--- src/rtl/pirq_pkg.sv ---
package pirq_pkg;
   localparam int unsigned REG_W      = 32;
   localparam int unsigned EVT_LSB    = 19;
   localparam int unsigned EVT_NUM    = 13;
   localparam int unsigned BIT_TX_RDY = 24;
   localparam int unsigned BIT_RX_RDY = 23;
   localparam logic [REG_W-1:0] IMPL_MASK = 32'hFFF8_0000;
   localparam logic [REG_W-1:0] RST_KEY   = 32'h0000_00A5;
   localparam logic [7:0] OFF_STAT  = 8'h00;
   localparam logic [7:0] OFF_ENA   = 8'h04;
   localparam logic [7:0] OFF_TXRST = 8'h08;
   localparam logic [7:0] OFF_RXRST = 8'h18;
   localparam logic [7:0] OFF_CORE  = 8'h28;
   typedef enum logic [0:0] {SIDE_TX = 1'b0, SIDE_RX = 1'b1} side_e;
endpackage

--- src/rtl/pirq_rst_seq.sv ---
module pirq_rst_seq #(
   parameter int unsigned RST_CYCLES = 4
) (
   input  logic clk,
   input  logic rst_n,
   input  logic start,
   output logic busy,
   output logic last
);
   localparam int unsigned CNT_W = (RST_CYCLES > 1) ? $clog2(RST_CYCLES) : 1;
   localparam logic [CNT_W-1:0] LOAD = CNT_W'(RST_CYCLES - 1);

   generate
      if (RST_CYCLES < 1) begin : g_bad_len
         $error("RST_CYCLES must be at least 1");
      end
   endgenerate

   logic             busy_q;
   logic [CNT_W-1:0] cnt_q;

   always_ff @(posedge clk or negedge rst_n) begin
      if (!rst_n) begin
         busy_q <= 1'b0;
         cnt_q  <= '0;
      end else if (start) begin
         busy_q <= 1'b1;
         cnt_q  <= LOAD;
      end else if (busy_q) begin
         if (cnt_q == '0) busy_q <= 1'b0;
         else             cnt_q  <= cnt_q - 1'b1;
      end
   end

   assign busy = busy_q;
   assign last = busy_q && (cnt_q == '0);

   assert_start_busy_R7: assert property (@(posedge clk) disable iff (!rst_n)
      start |=> busy);
   assert_restart_R12: assert property (@(posedge clk) disable iff (!rst_n)
      (start && last) |=> (busy && !last || RST_CYCLES == 1));
   assert_end_R7: assert property (@(posedge clk) disable iff (!rst_n)
      (last && !start) |=> !busy);
endmodule

--- src/rtl/pirq_status.sv ---
module pirq_status #(
   parameter int unsigned REG_W = 32,
   parameter logic [REG_W-1:0] MASK = 32'hFFF8_0000
) (
   input  logic             clk,
   input  logic             rst_n,
   input  logic [REG_W-1:0] set_vec,
   input  logic [REG_W-1:0] clr_vec,
   input  logic             ena_we,
   input  logic [REG_W-1:0] ena_wdata,
   output logic [REG_W-1:0] stat,
   output logic [REG_W-1:0] ena,
   output logic             irq
);
   logic [REG_W-1:0] stat_q, ena_q;

   always_ff @(posedge clk or negedge rst_n) begin
      if (!rst_n) begin
         stat_q <= '0;
         ena_q  <= '0;
      end else begin
         stat_q <= ((stat_q & ~clr_vec) | set_vec) & MASK;
         if (ena_we) ena_q <= ena_wdata & MASK;
      end
   end

   assign stat = stat_q;
   assign ena  = ena_q;
   assign irq  = |(stat_q & ena_q);

   assert_set_wins_R4: assert property (@(posedge clk) disable iff (!rst_n)
      ((set_vec & MASK) != '0) |=> ((stat & $past(set_vec & MASK)) == $past(set_vec & MASK)));
   assert_w1c_R3: assert property (@(posedge clk) disable iff (!rst_n)
      (clr_vec != '0) |=> ((stat & $past(clr_vec & ~set_vec)) == '0));
   assert_unimpl_zero_R5: assert property (@(posedge clk) disable iff (!rst_n)
      ((stat | ena) & ~MASK) == '0);
endmodule

--- src/rtl/pirq_ctrl.sv ---
module pirq_ctrl
   import pirq_pkg::*;
#(
   parameter int unsigned ADDR_W     = 8,
   parameter int unsigned RST_CYCLES = 4
) (
   input  logic              clk,
   input  logic              rst_n,
   input  logic              reg_we,
   input  logic [ADDR_W-1:0] reg_waddr,
   input  logic [31:0]       reg_wdata,
   input  logic              reg_re,
   input  logic [ADDR_W-1:0] reg_raddr,
   output logic [31:0]       reg_rdata,
   input  logic [12:0]       evt_i,
   output logic              irq_o,
   output logic              core_rst_o,
   output logic              tx_rst_o,
   output logic              rx_rst_o
);
   localparam int unsigned NSIDE = 2;

   generate
      if (ADDR_W < 6) begin : g_bad_addr
         $error("ADDR_W too small for the register offsets");
      end
      if (EVT_LSB + EVT_NUM != REG_W) begin : g_bad_evt
         $error("event field must end at the top bit");
      end
   endgenerate

   function automatic logic hit(input logic [ADDR_W-1:0] a, input logic [7:0] off);
      return a == ADDR_W'(off);
   endfunction

   logic key_ok, go_core;
   logic [NSIDE-1:0] go_side, busy_side, last_side, done_side;
   logic [REG_W-1:0] set_vec, clr_vec, stat, ena;
   logic             irq_w, core_q;
   logic [REG_W-1:0] rdata_q;

   assign key_ok  = reg_wdata == RST_KEY;
   assign go_core = reg_we && hit(reg_waddr, OFF_CORE) && key_ok;
   assign go_side[SIDE_TX] = go_core || (reg_we && hit(reg_waddr, OFF_TXRST) && key_ok);
   assign go_side[SIDE_RX] = go_core || (reg_we && hit(reg_waddr, OFF_RXRST) && key_ok);

   genvar s;
   generate
      for (s = 0; s < NSIDE; s++) begin : g_side
         pirq_rst_seq #(.RST_CYCLES(RST_CYCLES)) u_seq (
            .clk   (clk),
            .rst_n (rst_n),
            .start (go_side[s]),
            .busy  (busy_side[s]),
            .last  (last_side[s])
         );
         assign done_side[s] = last_side[s] && !go_side[s];
      end
   endgenerate

   always_comb begin
      set_vec = '0;
      for (int k = 0; k < int'(EVT_NUM); k++) set_vec[EVT_LSB+k] = evt_i[k];
      set_vec[BIT_TX_RDY] = done_side[SIDE_TX];
      set_vec[BIT_RX_RDY] = done_side[SIDE_RX];
   end

   assign clr_vec = (reg_we && hit(reg_waddr, OFF_STAT)) ? (reg_wdata & IMPL_MASK) : '0;

   pirq_status #(.REG_W(REG_W), .MASK(IMPL_MASK)) u_status (
      .clk       (clk),
      .rst_n     (rst_n),
      .set_vec   (set_vec),
      .clr_vec   (clr_vec),
      .ena_we    (reg_we && hit(reg_waddr, OFF_ENA)),
      .ena_wdata (reg_wdata),
      .stat      (stat),
      .ena       (ena),
      .irq       (irq_w)
   );

   always_ff @(posedge clk or negedge rst_n) begin
      if (!rst_n) begin
         core_q  <= 1'b0;
         rdata_q <= '0;
      end else begin
         if (go_core)             core_q <= 1'b1;
         else if (|done_side)     core_q <= 1'b0;
         if (reg_re) begin
            if (hit(reg_raddr, OFF_STAT))     rdata_q <= stat;
            else if (hit(reg_raddr, OFF_ENA)) rdata_q <= ena;
            else                              rdata_q <= '0;
         end
      end
   end

   assign reg_rdata  = rdata_q;
   assign irq_o      = irq_w;
   assign core_rst_o = core_q;
   assign tx_rst_o   = busy_side[SIDE_TX];
   assign rx_rst_o   = busy_side[SIDE_RX];

   assert_tx_done_R7: assert property (@(posedge clk) disable iff (!rst_n)
      $fell(tx_rst_o) |-> stat[BIT_TX_RDY]);
   assert_rx_done_R7: assert property (@(posedge clk) disable iff (!rst_n)
      $fell(rx_rst_o) |-> stat[BIT_RX_RDY]);
   assert_core_busy_R9: assert property (@(posedge clk) disable iff (!rst_n)
      core_rst_o |-> (tx_rst_o || rx_rst_o));
   assert_read_lat_R11: assert property (@(posedge clk) disable iff (!rst_n)
      (reg_re && hit(reg_raddr, OFF_STAT)) |=> (reg_rdata == $past(stat)));
   assert_irq_R6: assert property (@(posedge clk) disable iff (!rst_n)
      irq_o |-> ((stat & ena) != '0));
endmodule

--- config.mk ---
export PLATFORM = sky130hd
export DESIGN_NAME = pirq_ctrl
export DESIGN_NICKNAME = d
export VERILOG_FILES = /design/src/rtl/pirq_pkg.sv /design/src/rtl/pirq_rst_seq.sv /design/src/rtl/pirq_status.sv /design/src/rtl/pirq_ctrl.sv
export SDC_FILE = /design/constraint.sdc
export NUM_CORES = 1
export LEC_CHECK = 0
export CORE_MARGIN = 1
export CORE_UTILIZATION = 45
export CTS_CLUSTER_DIAMETER = 60
export DETAILED_ROUTE_END_ITERATION = 12
export GPL_TIMING_DRIVEN = 0
export HOLD_SLACK_MARGIN = 0.15
export PLACE_DENSITY = 0.95
export SYNTH_ARGS = -nofsm -noshare
export SYNTH_HDL_FRONTEND = slang
export SYNTH_SLANG_ARGS = --single-unit
--- constraint.sdc ---
create_clock -name clk -period 2.8 [get_ports clk]
set_input_delay 0.7 -clock clk [delete_from_list [all_inputs] [get_ports clk]]
set_output_delay 0.7 -clock clk [all_outputs]
set_load 0.005 [all_outputs]
### Yosys cells after proc, flatten, opt, wreduce, memory -nomap -nowiden

Cells that the tools add are included.

* register bits after elaboration: 65
* input port bits: 65
* output and inout port bits: 36
* logic and storage cells: 66

* add/sub/neg operators: 2
* equality and inequality tests: 8
* muxes and demuxes: 17
* bitwise gates (word level): 4
* reductions and logical operators: 27

Operator list (number)
* $mux 32: 3
* $and 32x32->32: 2
* $eq 32x8->1 const B: 1
* $not 32->32: 1
* $or 32x32->32: 1
* $reduce_or 32->1: 1
* $eq 8x3->1 const B: 2
* $logic_not 8->1: 2
* $logic_and 1x1->1: 12
* $mux 2: 6
* $eq 8x4->1 const B: 1
* $eq 8x5->1 const B: 1
* $eq 8x6->1 const B: 1
* $mux 1: 8
* $reduce_bool 2->1: 3
* $logic_not 2->1: 2
* $ne 2x1->1 const B: 2
* $reduce_and 2->1: 2
* $sub 2x1->2 const B: 2
* $logic_not 1->1: 2
* $logic_or 1x1->1: 2
* $reduce_or 2->1: 1

### Logic depth before layout (Yosys ltp)

Gate-level depths: netlist of the first run.

* word-level depth: 9
* mapped depth: 6
* gate-level depth less buffers: 6

### Cells and area by module

Synthesis of the first run repeated with hierarchy kept, for this count alone.

* cells, all modules: 331
* area total of the unflattened synthesis: 3507.1 µm²

Modules (own cells, without submodules)
* pirq_ctrl: instances 1, cells each 188, area each 1848.0 µm², seq. area each 825.8 µm²
* pirq_status: instances 1, cells each 113, area each 1341.3 µm², seq. area each 650.6 µm²
* pirq_rst_seq: instances 2, cells each 15, area each 158.9 µm², seq. area each 75.1 µm²

### Worst setup path before layout of the first run

No wires, ideal clock.

* path kind: in2reg
* from: input reg_waddr[7]
* to: register u_status.ena_q[19], in the netlist u_status.ena[19]
* setup time: 125 ps
* arrival: 2231 ps
* required time: 2675 ps
* setup slack: 444 ps
* stages on the path: 5
* buffers on the path: 2
* cells stage by stage: or3b_2 or4_1 buf_2 buf_6 mux2_4

* word-level cells in the longest chain between the ends: 2

Ends and longest elaborated chain
* start: declaration: RTL line pirq_ctrl.sv:10 `input logic [ADDR_W-1:0] reg_waddr,`
* $eq 8x3->1: RTL line pirq_ctrl.sv:33 `return a == ADDR_W'(off);`
* $logic_and 1x1->1: RTL line pirq_ctrl.sv:75 `.ena_we (reg_we && hit(reg_waddr, OFF_ENA)),`
* end signal: assignment: RTL line pirq_status.sv:23 `if (ena_we) ena_q <= ena_wdata & MASK;`
* end: declaration: RTL line pirq_status.sv:15 `logic [REG_W-1:0] stat_q, ena_q;`

No other way between the ends.
A chain may end at the register's enable or synchronous reset.

### Worst setup path in the final report of the first run

* from: input reg_waddr[5]
* to: register u_status.stat_q[26], in the netlist u_status.stat[26]

* word-level cells in the longest chain between the ends: 6

Ends and longest elaborated chain
* $logic_not 8->1: RTL line pirq_ctrl.sv:33
* $logic_and 1x1->1: RTL line pirq_ctrl.sv:68 `assign clr_vec = (reg_we && hit(reg_waddr, OFF_STAT)) ? (reg_wdata & IMPL_MASK) : '0;`
* $mux 32: RTL line pirq_ctrl.sv:68
* $not 32->32: RTL line pirq_status.sv:22 `stat_q <= ((stat_q & ~clr_vec) | set_vec) & MASK;`
* $and 32x32->32: RTL line pirq_status.sv:22
* $or 32x32->32: RTL line pirq_status.sv:22
* end signal: assignment: RTL line pirq_status.sv:22
* end: declaration: RTL line pirq_status.sv:15

No other way between the ends.

==> metrics, run 1 <==
outcome completed; number of synthesized flops with an enable pin 0; antenna viol nets, final 0; slowest stage delay, CP 0.58 ns; Net Sw Frac 22.3%; Seq/Total Area, Yosys 49.7%; Main synth FF type dfrtp_1; Synth area leader dfrtp_1; MaxCap Viol Count 0; # hold bufs at CTS 0; vias per cell 5.05; drt total wl 5560 µm; Post-Synthesis Cells 213; IO buf count 78; RSZ-0062 raised after global routing no; Final Slew Violations 0; IO Count 101; die area 5440 µm²; fin crit share 93.1%; setup violators final 0; largest net degree at the start of global routing 33; Gate power share 15.2%; Global Route Usage Sum 23.2%; total CTS buffers 5; die width 73.7 µm; Hold WS 0.290 ns; clk slew on worst S/H paths 0.09 ns; Synth top area share 49.7%; dpl ws -0.0882 ns; synthesized area 2320 µm²; Starting Density 47.8%; most frequent cells in the layout 77 x clkdlybuf4s50_1, 46 x dfrtp_1, 24 x nand2_1; first-pass GRT wire length 9340 µm; Power Density 412 nW/µm²; Worst Path Buf+Inv 2; clock root buffer clkbuf_8; worst skew pair latency 0.31 ns; P&R area growth vs syn 45.7%; GR Overflow Total 0; P_int 1.08 mW; Sequential Power Share 49.3%; Crit path max-delay family simple AND/OR/NAND/NOR gates; fraction of layout cells with a size suffix above 1 14.2%; Max Freq 383 MHz; placement row count 25; initial antenna violation count 0; final instance area 3370 µm²; setup ws final 0.192 ns; clock share of power 35.5%; Detailed Routing Iterations Pass 1 4; Cell Chain, Critical Path clkdlybuf4s50_1 -> or4_1 -> nor4_1 -> buf_2 -> nand2_1 -> a21o_1; H-tree depth 2; Mapped Avg Cell Area 10.9 µm²; # resized after CTS 0; DRT iter0 DRCs 94; Slew HR 46.9%; DP Wirelength 4440 µm; Die Ht 73.7 µm; most common cell after layout, fill and taps aside clkdlybuf4s50_1; r2r setup slk 1.57 ns; Final Hold Viols 0; CTS tree built; # fillers 368; Net Switching 0.309 mW; DR WL/cell 14.4 µm; Fin Clk Skew 0.0114 ns; Leak 1.47 nW; number of library cell types mapped by synthesis 34; reg2reg path depth 6; antenna cells 0; async set or reset register ratio after synthesis 100%; Worst setup SP type input pin; Slew @ Worst Pin 0.796 ns; worst hold path type in2async; Worst Path Required 2.99 ns; postcts setup bufs 0; placed cells 377; CP Max Fanout 10; clk sinks 46; final net count 384; gp weighted congestion 0.793; total vias in the final route 1,945; YS warnings 0; flops & latches, synth 46; crit end category flip-flop; fin cells 385; DRC 0; vias in the first global route 1,957; worst ir drop on vdd 0.398 mV; Slowest cell on crit path or4_1; Synth area leaders dfrtp_1 50%, mux2_4 6.5%, buf_4 6.2%; core area 4850 µm²; Crit Path Category in2reg; critical path depth 6; Post-DP Area 3260 µm²; Worst EP arrival 2.80 ns; final core occ 69.6%; Longest Clk Path Bufs 2; minimum clock period 2.61 ns
-- cell families after synthesis --
logic type	share of synthesized area, %
and+or+nand+nor	11.7
DFF	49.7
buffers and inverters	11.0
AOI/OAI and AO/OA	11.7
muxes	13.6
xor gates and xnor gates	1.13
adders and majority gates	1.08
other	0.162
-- power groups by stage --
stage	combinational, mW	clock (mW)	sequential (mW)
detailed placement	0.210	0	0.697
global placement	0.205	0	0.696
finish	0.211	0.493	0.685
global route	0.229	0.522	0.686
CTS	0.211	0.496	0.684
floorplan	0.0775	0	0.695
-- path summary, 6_finish.rpt --
path / start / endpoint
setup / recovery: reg_waddr[5] / u_status.stat[26]
hold / removal: rst_n / u_status.stat[29]
setup reg to reg: g_side[1].u_seq.cnt_q[0] / g_side[1].u_seq.cnt_q[1]
hold reg to reg: u_status.stat[20] / u_status.stat[20]
max in group asynchronous: rst_n / g_side[0].u_seq.busy
min in group clk: u_status.stat[20] / u_status.stat[20]
-- state kept, by name (all words and copies together), names as in the netlist --
register	count
g_side.u_seq.cnt_q	4
u_status.stat	13
reg_rdata	13
core_rst_o	1
u_status.ena	13
g_side.u_seq.busy	2
-- metrics by stage --
stage	setup TNS, ns	power (mW)
detailed placement	-1.45	0.907
global placement	-8.12	0.901
floorplan	0	0.772
CTS	0	1.39
global route	0	1.44
finish	0	1.39
-- cell type report --
cell class | count | area, µm² | share of cell area [%]
Buffer | 26 | 179 | 5.30
Clock buffer | 6 | 72.6 | 2.15
Clock inverter | 2 | 37.5 | 1.11
Inverter | 20 | 75.1 | 2.23
Multi-Input combinational cell | 139 | 978 | 29.0
Sequential cell | 46 | 1150 | 34.1
Tap cell | 67 | 83.8 | 2.49
Timing Repair Buffer | 79 | 796 | 23.6
-- layer usage --
layer	vias up	part of all wire (%)	GRT usage, %
met4	0	1.2	5.77
li1	924	-	-
met1	944	40	28.2
met3	9	5.7	6.04
met5	-	0	0
met2	68	53	40.7
-- synthesized netlist by cell type (4+ instances only) --
cell type / n
dfrtp_1: 46
mux2_4: 10
a21o_1: 11
o21ai_0: 4
nand2_1: 24
inv_1: 20
buf_4: 19
nor4_1: 6
o22ai_1: 13
mux2i_1: 13
or4_1: 4
(Power assumes the default switching activity.)
==> run 2: changes to the inputs <==
- PLACE_DENSITY: 0.95 -> 0.85
- RECOVER_POWER: not set -> 50
==> run 2 against run 1 <==
Cell count stayed put. Core utilization down 0.052 points. Register-to-register slack barely moved. Worst hold slack improved by 0.22 ns. Sequential power about the same. Worst setup slack better by 0.0040 ns. Sequential cell count unchanged. Critical endpoint is now u_status.ena[20]. Largest cell class unchanged.
==> metrics, run 2 (synthesis results as in run 1) <==
worst hold start u_status.stat[26]; most frequent cells in the layout 71 x clkdlybuf4s50_1, 46 x dfrtp_1, 24 x nand2_1; Worst Path Buf+Inv 3; first-pass GRT wire length 9130 µm; total CTS buffers 5; Crit path max-delay family simple AND/OR/NAND/NOR gates; minimum clock period 2.60 ns; total vias in the final route 1,936; origin of the critical flop-to-flop path g_side[0].u_seq.cnt_q[0]; GR Overflow Total 0; die area 5440 µm²; gp weighted congestion 0.812; vias per cell 5.03; final core occ 69.5%; DP Wirelength 4320 µm; RSZ-0062 raised after global routing no; post-route setup TNS 0 ns; Sequential Power Share 50.5%; P&R area growth vs syn 45.5%; setup ws final 0.196 ns; Power Density 402 nW/µm²; initial antenna violation count 0; Worst Path Required 2.98 ns; clock share of power 34.2%; Global Route Usage Sum 22.5%; largest net degree at the start of global routing 29; drt total wl 5380 µm; core area 4850 µm²; worst hold path type reg2reg; Crit Path Category in2reg; placement row count 25; clock root buffer clkbuf_8; Starting Density 47.8%; CP Max Fanout 10; slowest stage delay, CP 0.57 ns; final net count 384; setup violators final 0; Max Freq 384 MHz; vias in the first global route 1,932; r2r endpoint g_side[0].u_seq.cnt_q[0]; most common cell after layout, fill and taps aside clkdlybuf4s50_1; Final Hold Viols 0; r2r setup slk 1.57 ns; Fin Clk Skew 0.00822 ns; Slew @ Worst Pin 1.23 ns; reg2reg path depth 5; worst skew pair latency 0.30 ns; Overall Power 1.36 mW; Final Slew Violations 0; IO buf count 78; # hold bufs at CTS 0; DRC 0; die width 73.7 µm; WHS Path Cells 1; Slowest cell on crit path or4_1; Longest Clk Path Bufs 2; Net Switching 0.296 mW; clk slew on worst S/H paths 0.07 ns; Hold WS 0.512 ns; DRT iter0 DRCs 132; fin crit share 93.0%; Worst setup SP type input pin; clk sinks 46; Leak 1.50 nW; DR WL/cell 14.0 µm; end of the worst hold path u_status.stat[26]; Cell Chain, Critical Path clkdlybuf4s50_1 -> or4_1 -> or4_1 -> buf_2 -> buf_6 -> mux2_4; P_int 1.06 mW; Gate power share 15.3%; MaxCap Viol Count 0; crit end category flip-flop; Die Ht 73.7 µm; H-tree depth 2; Slew HR 17.8%; outcome completed; Worst EP arrival 2.78 ns; antenna viol nets, final 0; IO Count 101; worst ir drop on vdd 0.212 mV; Net Sw Frac 21.8%; Crit path top cell by count or4_1; antenna cells 0; dpl ws -0.220 ns; Detailed Routing Iterations Pass 1 4; fraction of layout cells with a size suffix above 1 14.2%; CTS tree built
run 2: changes by cell type in the layout (fill, tap and decap cells not counted), sizes merged:
cell           delta
clkbuf            +3
clkinvlp          -1
clkdlybuf4s50     -6
buf               -2
dlymetal6s2s      +1
bufinv            -1
dlygate4sd3       +6
run 2: per-stage QoR:
step,std cells,cell area [µm²]
detailed placement,377,3260
floorplan,231,2380
finish,385,3370
global route,385,3370
global placement,376,3250
CTS,385,3370
run 2: worst max path at each step:
stage,startpoint,end,slack [ns],cells after the start
floorplan,reg_waddr[7],u_status.ena[19],0.44,5
global placement,reg_waddr[5],u_status.stat[20],-0.18,6
detailed placement,reg_waddr[5],u_status.stat[20],-0.22,6
CTS,reg_waddr[5],u_status.stat[20],0.06,6
global route,rst_n,reg_rdata[20],0.10,2
finish,reg_waddr[5],u_status.ena[20],0.20,6
run 2: final cells by class:
type                       count  area (µm²)
clock buffer                   8         110
timing repair buffer          79         787
fill                         375        1480
buffer                        26         179
inverter                      20        75.1
multi-input combinational    139         985
sequential                    46        1150
tap                           67        83.8
run 2: power groups by stage:
stage / combinational [mW] / clock (mW) / sequential [mW]
floorplan: 0.0775 / 0 / 0.695
global placement: 0.205 / 0 / 0.697
detailed placement: 0.210 / 0 / 0.697
CTS: 0.211 / 0.468 / 0.684
global route: 0.227 / 0.490 / 0.686
finish: 0.207 / 0.464 / 0.684
run 2: repair_timing:
action | 4_1_cts | 5_1_grt
endpoints found under the hold margin | 0 | 0
resized for setup | 0 | 1
setup endpoints to repair | 0 | 10
setup buffers | 0 | 0
run 2: metal layers:
| layer | up-vias | track usage, % | routed length (µm) |
|---|---|---|---|
| met2 | 62 | 40.2 | 2850 |
| met5 | - | 0 | 0 |
| li1 | 926 | - | - |
| met3 | 8 | 5.62 | 265 |
| met4 | 0 | 4.91 | 57 |
| met1 | 940 | 27.2 | 2210 |
